[config.mk]
export PLATFORM = sky130hd
export DESIGN_NAME = fw_image_loader
export DESIGN_NICKNAME = d
export VERILOG_FILES = /design/src/rtl/fwl_pkg.sv /design/src/rtl/fwl_type_track.sv /design/src/rtl/fwl_err_ctr.sv /design/src/rtl/fwl_addr_gen.sv /design/src/rtl/fw_image_loader.sv
export SDC_FILE = /design/constraint.sdc
export NUM_CORES = 1
export LEC_CHECK = 0
export ABC_AREA = 1
export BUFFER_PORTS_ARGS = -buffer_cell sky130_fd_sc_hd__buf_2
export CELL_PAD_IN_SITES_DETAIL_PLACEMENT = 0
export CELL_PAD_IN_SITES_GLOBAL_PLACEMENT = 1
export CORE_MARGIN = 1
export CORE_UTILIZATION = 42
export CTS_CLUSTER_SIZE = 30
export DETAILED_ROUTE_END_ITERATION = 10
export PLACE_DENSITY_LB_ADDON = 0.1
export RECOVER_POWER = 100
export SLEW_MARGIN = 30
export SYNTH_ARGS = -nofsm -noshare
export SYNTH_HDL_FRONTEND = slang
export SYNTH_SLANG_ARGS = --single-unit
[constraint.sdc]
create_clock -name clk -period 6.15 [get_ports clk]
set_clock_uncertainty 0.2 [all_clocks]
set_input_delay 0.3075 -clock clk [delete_from_list [all_inputs] [get_ports clk]]
set_output_delay 0.3075 -clock clk [all_outputs]
set_load 0.005 [all_outputs]
[src/rtl/fwl_pkg.sv]
// Shared types for the firmware image loader.
// Assumes: nothing beyond IEEE 1800-2017.
package fwl_pkg;
    typedef enum logic [2:0] {
        PH_IDLE = 3'd0,
        PH_ICPY = 3'd1,
        PH_DCPY = 3'd2,
        PH_IVER = 3'd3,
        PH_DVER = 3'd4
    } phase_t;
endpackage

[src/rtl/fwl_type_track.sv]
// Remembers the type of the last image that was loaded and flags a repeat request.
// Assumes: upd is high for one cycle when a load is accepted; resets to "nothing loaded".
module fwl_type_track (
    input  logic clk,
    input  logic rst_n,
    input  logic upd,
    input  logic new_type,
    input  logic req_type,
    output logic hit
);
    logic valid_q;
    logic type_q;

    // Record the accepted type; reset leaves no valid type so the first request loads.
    always_ff @(posedge clk) begin
        if (!rst_n) begin
            valid_q <= 1'b0;
            type_q  <= 1'b0;
        end else if (upd) begin
            valid_q <= 1'b1;
            type_q  <= new_type;
        end
    end

    assign hit = valid_q && (type_q == req_type);


    first_req_loads_chk: assert property (@(posedge clk) disable iff (!rst_n)
        $fell(valid_q) |-> 1'b0);
endmodule

[src/rtl/fwl_err_ctr.sv]
// Saturating mismatch counter; cleared at the start of every load.
// Assumes: clr and inc are never high in the same cycle.
module fwl_err_ctr #(
    parameter int ERR_W = 16
) (
    input  logic             clk,
    input  logic             rst_n,
    input  logic             clr,
    input  logic             inc,
    output logic [ERR_W-1:0] count
);
    localparam logic [ERR_W-1:0] MAXV = '1;

    // Count mismatches, hold at all-ones.
    always_ff @(posedge clk) begin
        if (!rst_n || clr) begin
            count <= '0;
        end else if (inc && count != MAXV) begin
            count <= count + 1'b1;
        end
    end


    sat_hold_chk: assert property (@(posedge clk) disable iff (!rst_n)
        (inc && !clr && count == MAXV) |=> count == MAXV);

    clr_zero_chk: assert property (@(posedge clk) disable iff (!rst_n)
        clr |=> count == '0);
endmodule

[src/rtl/fwl_addr_gen.sv]
// Builds source and target addresses from pass, byte offset and half select.
// Assumes: off steps by 4 bytes per word; the data part follows the instruction part in source.
module fwl_addr_gen
    import fwl_pkg::*;
#(
    parameter int              SRC_AW   = 32,
    parameter int              TGT_AW   = 20,
    parameter int              LEN_W    = 16,
    parameter logic [TGT_AW-1:0] IMEM_TGT = 20'h50000,
    parameter logic [TGT_AW-1:0] DMEM_TGT = 20'h54000,
    parameter logic [SRC_AW-1:0] IMG2_OFS = 32'd49152
) (
    input  phase_t            phase,
    input  logic [LEN_W:0]    off,
    input  logic              hi,
    input  logic              img_type,
    input  logic [SRC_AW-1:0] src_base,
    input  logic [LEN_W-1:0]  ilen,
    output logic              is_data,
    output logic [SRC_AW-1:0] src_addr,
    output logic [TGT_AW-1:0] tgt_addr
);
    localparam int OFF_W = LEN_W + 1;

    logic [SRC_AW-1:0] inst_start;
    logic [SRC_AW-1:0] part_start;
    logic [TGT_AW-1:0] tgt_base;
    logic [OFF_W-1:0]  half_idx;

    // Pick the source and target start of the current part and add the offset.
    always_comb begin
        is_data    = (phase == PH_DCPY) || (phase == PH_DVER);
        inst_start = src_base + (img_type ? IMG2_OFS : '0);
        part_start = is_data ? inst_start + SRC_AW'(ilen) : inst_start;
        tgt_base   = is_data ? DMEM_TGT : IMEM_TGT;
        half_idx   = off >> 1;
        src_addr   = part_start + SRC_AW'(off);
        tgt_addr   = tgt_base + TGT_AW'(half_idx) + TGT_AW'(hi);
    end
endmodule

[src/rtl/fw_image_loader.sv]
// Copies a two-part firmware image from 32-bit source to 16-bit target memory,
// then verifies it by readback and counts mismatching words.
// Assumes: both memory ports return read data combinationally in the same cycle.
module fw_image_loader
    import fwl_pkg::*;
#(
    parameter int                SRC_AW   = 32,
    parameter int                TGT_AW   = 20,
    parameter int                LEN_W    = 16,
    parameter int                ERR_W    = 16,
    parameter logic [TGT_AW-1:0] IMEM_TGT = 20'h50000,
    parameter logic [TGT_AW-1:0] DMEM_TGT = 20'h54000,
    parameter logic [SRC_AW-1:0] IMG2_OFS = 32'd49152
) (
    input  logic              clk,
    input  logic              rst_n,
    input  logic              start,
    input  logic              img_type,
    input  logic [SRC_AW-1:0] src_base,
    input  logic [LEN_W-1:0]  ilen,
    input  logic [LEN_W-1:0]  dlen,
    output logic [SRC_AW-1:0] src_addr,
    input  logic [31:0]       src_rdata,
    output logic [TGT_AW-1:0] tgt_addr,
    output logic              tgt_wr,
    output logic [15:0]       tgt_wdata,
    output logic              tgt_rd,
    input  logic [15:0]       tgt_rdata,
    output logic              busy,
    output logic              done,
    output logic [ERR_W-1:0]  err_count
);
    localparam int OFF_W = LEN_W + 1;

    phase_t              phase_q;
    logic [OFF_W-1:0]    off_q;
    logic                hi_q;
    logic                type_q;
    logic [SRC_AW-1:0]   base_q;
    logic [LEN_W-1:0]    ilen_q;
    logic [LEN_W-1:0]    dlen_q;
    logic [15:0]         lo_q;
    logic                is_data;
    logic                at_end;
    logic                copying;
    logic                checking;
    logic                type_hit;
    logic                accept;
    logic                mismatch;

    fwl_type_track u_track (
        .clk      (clk),
        .rst_n    (rst_n),
        .upd      (accept),
        .new_type (img_type),
        .req_type (img_type),
        .hit      (type_hit)
    );

    fwl_addr_gen #(
        .SRC_AW   (SRC_AW),
        .TGT_AW   (TGT_AW),
        .LEN_W    (LEN_W),
        .IMEM_TGT (IMEM_TGT),
        .DMEM_TGT (DMEM_TGT),
        .IMG2_OFS (IMG2_OFS)
    ) u_addr (
        .phase    (phase_q),
        .off      (off_q),
        .hi       (hi_q),
        .img_type (type_q),
        .src_base (base_q),
        .ilen     (ilen_q),
        .is_data  (is_data),
        .src_addr (src_addr),
        .tgt_addr (tgt_addr)
    );

    fwl_err_ctr #(.ERR_W(ERR_W)) u_err (
        .clk   (clk),
        .rst_n (rst_n),
        .clr   (accept),
        .inc   (mismatch),
        .count (err_count)
    );

    // Decode the pass: end-of-part test, strobes, write data, mismatch.
    always_comb begin
        busy      = (phase_q != PH_IDLE);
        at_end    = off_q >= {1'b0, (is_data ? dlen_q : ilen_q)};
        copying   = (phase_q == PH_ICPY) || (phase_q == PH_DCPY);
        checking  = (phase_q == PH_IVER) || (phase_q == PH_DVER);
        tgt_wr    = copying && !at_end;
        tgt_rd    = checking && !at_end;
        tgt_wdata = hi_q ? src_rdata[31:16] : src_rdata[15:0];
        accept    = start && !busy && !type_hit;
        mismatch  = tgt_rd && hi_q && ({tgt_rdata, lo_q} != src_rdata);
    end

    // Sequence the four passes, step the offset per word, pulse done at the end.
    always_ff @(posedge clk) begin
        if (!rst_n) begin
            phase_q <= PH_IDLE;
            off_q   <= '0;
            hi_q    <= 1'b0;
            type_q  <= 1'b0;
            base_q  <= '0;
            ilen_q  <= '0;
            dlen_q  <= '0;
            lo_q    <= '0;
            done    <= 1'b0;
        end else begin
            done <= 1'b0;
            if (phase_q == PH_IDLE) begin
                if (start && type_hit) begin
                    done <= 1'b1;
                end else if (accept) begin
                    phase_q <= PH_ICPY;
                    off_q   <= '0;
                    hi_q    <= 1'b0;
                    type_q  <= img_type;
                    base_q  <= src_base;
                    ilen_q  <= ilen;
                    dlen_q  <= dlen;
                end
            end else if (at_end) begin
                off_q <= '0;
                hi_q  <= 1'b0;
                case (phase_q)
                    PH_ICPY: phase_q <= PH_DCPY;
                    PH_DCPY: phase_q <= PH_IVER;
                    PH_IVER: phase_q <= PH_DVER;
                    default: begin
                        phase_q <= PH_IDLE;
                        done    <= 1'b1;
                    end
                endcase
            end else if (!hi_q) begin
                hi_q <= 1'b1;
                lo_q <= tgt_rdata;
            end else begin
                hi_q  <= 1'b0;
                off_q <= off_q + OFF_W'(4);
            end
        end
    end


    hi_after_lo_chk: assert property (@(posedge clk) disable iff (!rst_n)
        (tgt_wr && hi_q) |-> ($past(tgt_wr) && tgt_addr == $past(tgt_addr) + 1'b1));

    src_hold_chk: assert property (@(posedge clk) disable iff (!rst_n)
        ((tgt_wr || tgt_rd) && hi_q) |-> $stable(src_addr));

    one_access_chk: assert property (@(posedge clk) disable iff (!rst_n)
        $onehot0({tgt_wr, tgt_rd}));

    done_pulse_chk: assert property (@(posedge clk) disable iff (!rst_n)
        done |=> !done);

    skip_chk: assert property (@(posedge clk) disable iff (!rst_n)
        (start && !busy && type_hit) |=> (done && !busy));
endmodule

==> results.py <==
metrics = {
    "global_route": {
        "antenna_found_initial": 0,
        "gr-total-overflow": 0,
        "grt_usage_pct": 25.9,
        "grt_start_max_net_pins": 84,
        "grt_pass1_vias": 9915,
        "grt_pass1_wl_um": 48900,
    },
    "yosys": {
        "yosysWarnings": 0,
        "synth_edf_count": 0,
        "yosys_register_bits": 119,
        "synth.avg_cell_area_sq_um": 6.27,
        "synth.distinct_cells": 45,
        "syn_area_sq_mm": 0.00967,
        "synth_ff_type": "dfxtp_1",
        "async_flop_share_pct": 0,
        "syn_inst": 1543,
        "yosysSeqAreaShare_pct": 24.6,
    },
    "power_and_ir_drop": {
        "totalPowerFinal_mw": 4.41,
        "power_switching_mw": 2.08,
        "p_int_mw": 2.33,
        "power_density_mw_per_mm2": 372,
        "clkPwrFrac_pct": 22.4,
        "pwr-share-comb_pct": 50.6,
        "vdd_ir_drop_max_v": 0.000167,
        "p_seq_share_pct": 27.0,
        "leakage_nw": 5.47,
        "swShare_pct": 47.1,
    },
    "layout": {
        "synthToLayoutAreaGrowth_pct": 22.4,
        "antenna_cells": 0,
        "final_nets": 1936,
        "final_cell_mix": "364 x nand2_1, 209 x nor2_1, 167 x inv_1, 141 x buf_2, 119 x dfxtp_1",
        "layout_commonest_cell": "nand2_1",
        "final_layout_size_suffix_gt1_share_pct": 14.8,
    },
    "floorplanning": {
        "die_w_um": 154,
        "rows": 55,
        "io_pins": 204,
        "die_h_um": 154,
        "coreArea_sq_mm": 0.0226,
        "dieArea_sq_mm": 0.0236,
        "initial_utilization_pct": 42.7,
    },
    "timing": {
        "finalHoldViolCount": 0,
        "layout_min_cycle_time_ns": 5.43,
        "max_clock_freq_mhz": 184,
        "rsz0062_at_grt": "false",
        "layout_worst_path_cycle_share_pct": 88.3,
        "slew_viol_final": 51,
        "worstMarginPinSlew_ns": 1.97,
        "setup_viol": 0,
        "maxSlewHeadroom_pct": -32.3,
        "tns_ns": 0,
    },
    "routing": {
        "top_layer": "met4",
        "avgViaCountPerCell": 5.01,
        "wl_met2_um": 14200,
        "wl_met3_um": 1070,
        "num_vias": 10300,
        "dr.pass1.iters": 4,
        "drt-total-wl_um": 30200,
        "drt-initial-drc-count": 602,
        "met1_length_um": 14300,
        "ant_nets": 0,
        "drc_errors": 0,
        "drt-wirelength-per-cell_um": 14.6,
    },
    "critical_path": {
        "cp.arrival_ns": 4.92,
        "path_class": "reg2out",
        "slowest_delay_ns": 0.57,
        "cp_data_required_time_ns": 5.64,
        "cpMostUsedCell": "nand2_1",
        "start_kind": "flip-flop",
        "endpoint_kind": "output port",
        "cp_max_fo": 62,
        "cp_cell_sequence": "nand2_1 > nand2_4 > clkinv_1 > o21ai_0 > ha_1 > a21o_1 > a21boi_0 > o21ai_0 > a21boi_0 > o21ai_0 > nand2_1 > nor2_1 > nand2_1 > nand2_1 > nand2_1 > inv_1 > buf_2",
        "slowest_stage": "nand2_4",
    },
    "clock_tree": {
        "htreeDepth": 4,
        "cts_resized": 0,
        "clk_pin_slew_ns": 0.06,
        "cts_buffers": 17,
        "cts-root-buf": "clkbuf_16",
        "cts_tree": "built",
        "clock_sinks": 119,
        "clkLatencyLatePin_ns": 0.43,
        "clk_path_buf_depth": 2,
    },
    "status": {
        "outcome": "finished with violations",
        "violations": "capacitance limit, slew limit",
    },
    "place": {
        "gp_congestion": 0.880,
        "hpwlAfterDp_um": 23400,
        "port_buffers": 201,
    },
    "min_path": {
        "hp-class": "in2reg",
    },
    "job": {
        "max-cap-violations": 1,
    },
}
==> path summary, 6_finish.rpt <==
check,end,cells past startpoint,slack [ns],startpoint
worst max-delay path,src_addr[29],17,0.72,phase_q[2]$_SDFFE_PN0P_
worst min-delay path,base_q[23]$_SDFFE_PN0P_,3,0.004,src_base[23]
worst min register to register,u_track.valid_q$_SDFFE_PN0P_,2,0.26,u_track.valid_q$_SDFFE_PN0P_
worst max register to register,off_q[3]$_SDFFE_PN0P_,16,0.79,phase_q[2]$_SDFFE_PN0P_
==> per-stage QoR <==
step                hold slack, ns  area (sq um)  setup slack (ns)  std cells  utilization, %
global route                0.0246         11800             0.234       2064            52.3
floorplan                    0.237          9680              2.26       1544               -
global placement             0.245         10800              1.25       1971            47.5
finish                     0.00410         11800             0.719       2064            52.3
detailed placement           0.253         10800              1.11       1971            47.5
CTS                        0.00354         11900             0.675       2064            52.8
==> flip-flops by register name, summed over array words and instances, names as in the netlist, 3 cells and up <==
signal,count
off_q,15
u_err.count,16
phase_q,3
lo_q,16
dlen_q,16
base_q,32
ilen_q,16
==> final cells by class <==
type	instances	area [sq um]
clock inverters	14	144
repair buffers	265	1570
fillers	2386	10800
flip-flops and latches	119	2380
multi-input cells	1185	6290
well taps	285	357
inverters	178	672
clock buffers	18	429
==> power groups by stage <==
stage	Clock [mW]	Sequential, mW	Combinational (mW)
CTS	0.998	1.19	2.28
global placement	0	1.20	2.22
global route	1.04	1.22	2.52
floorplan	0	1.10	1.68
finish	0.988	1.19	2.23
detailed placement	0	1.21	2.24
==> repair_timing <==
item	CTS	global route
hold buffers	61	0
endpoints found under the hold margin	62	0
setup buffers	0	0
==> cells by family after synthesis <==
group | Yosys count | synth area share (%)
compound gates | 232 | 12.5
xor+xnor | 78 | 7.06
fa+ha+maj | 54 | 7.14
buf+inv | 240 | 10.1
flops | 119 | 24.6
mux | 14 | 1.45
other cells | 2 | 0.0776
simple gates | 804 | 37.1
==> Yosys cell counts, types with 4 or more instances <==
library cell  count  area (sq um)
nand2_1         362          1360
nor2_1          205           769
inv_1           165           619
dfxtp_1         119          2380
o21ai_0         117           586
nand3_1          99           495
a21oi_1          93           465
ha_1             52           651
xor2_1           40           350
xnor2_1          38           333
clkbuf_1         34           128
nand2_2          32           200
nand4_1          24           150
nor3_1           22           110
nor2_2           16           100
mux2i_1          14           140
nor2_4           11           124
buf_2            10          50.1
buf_4             9          67.6
inv_2             9          33.8
nor4_1            7          43.8
or2_2             7          43.8
buf_1             6          22.5
a31oi_1           5          31.3
nand2_4           5          56.3
nand3_2           5          50.1
o2111ai_1         4          35.0
o21ai_1           4          20.0
==> critical path: cells and delay by family, from the launching register on <==
kind | cells | cell delay [ns]
buf+inv | 3 | 0.63
compound gates | 6 | 1.77
fa+ha+maj | 1 | 0.22
flops | 1 | 0.47
simple gates | 7 | 1.33
==> metal layers <==
metal  up-vias  global-route usage, %
met1      4649                   33.3
met3        42                   3.04
li1       5407                      -
met5         -                      0
met2       243                   44.8
met4         0                   8.24
(Power assumes the default switching activity.)
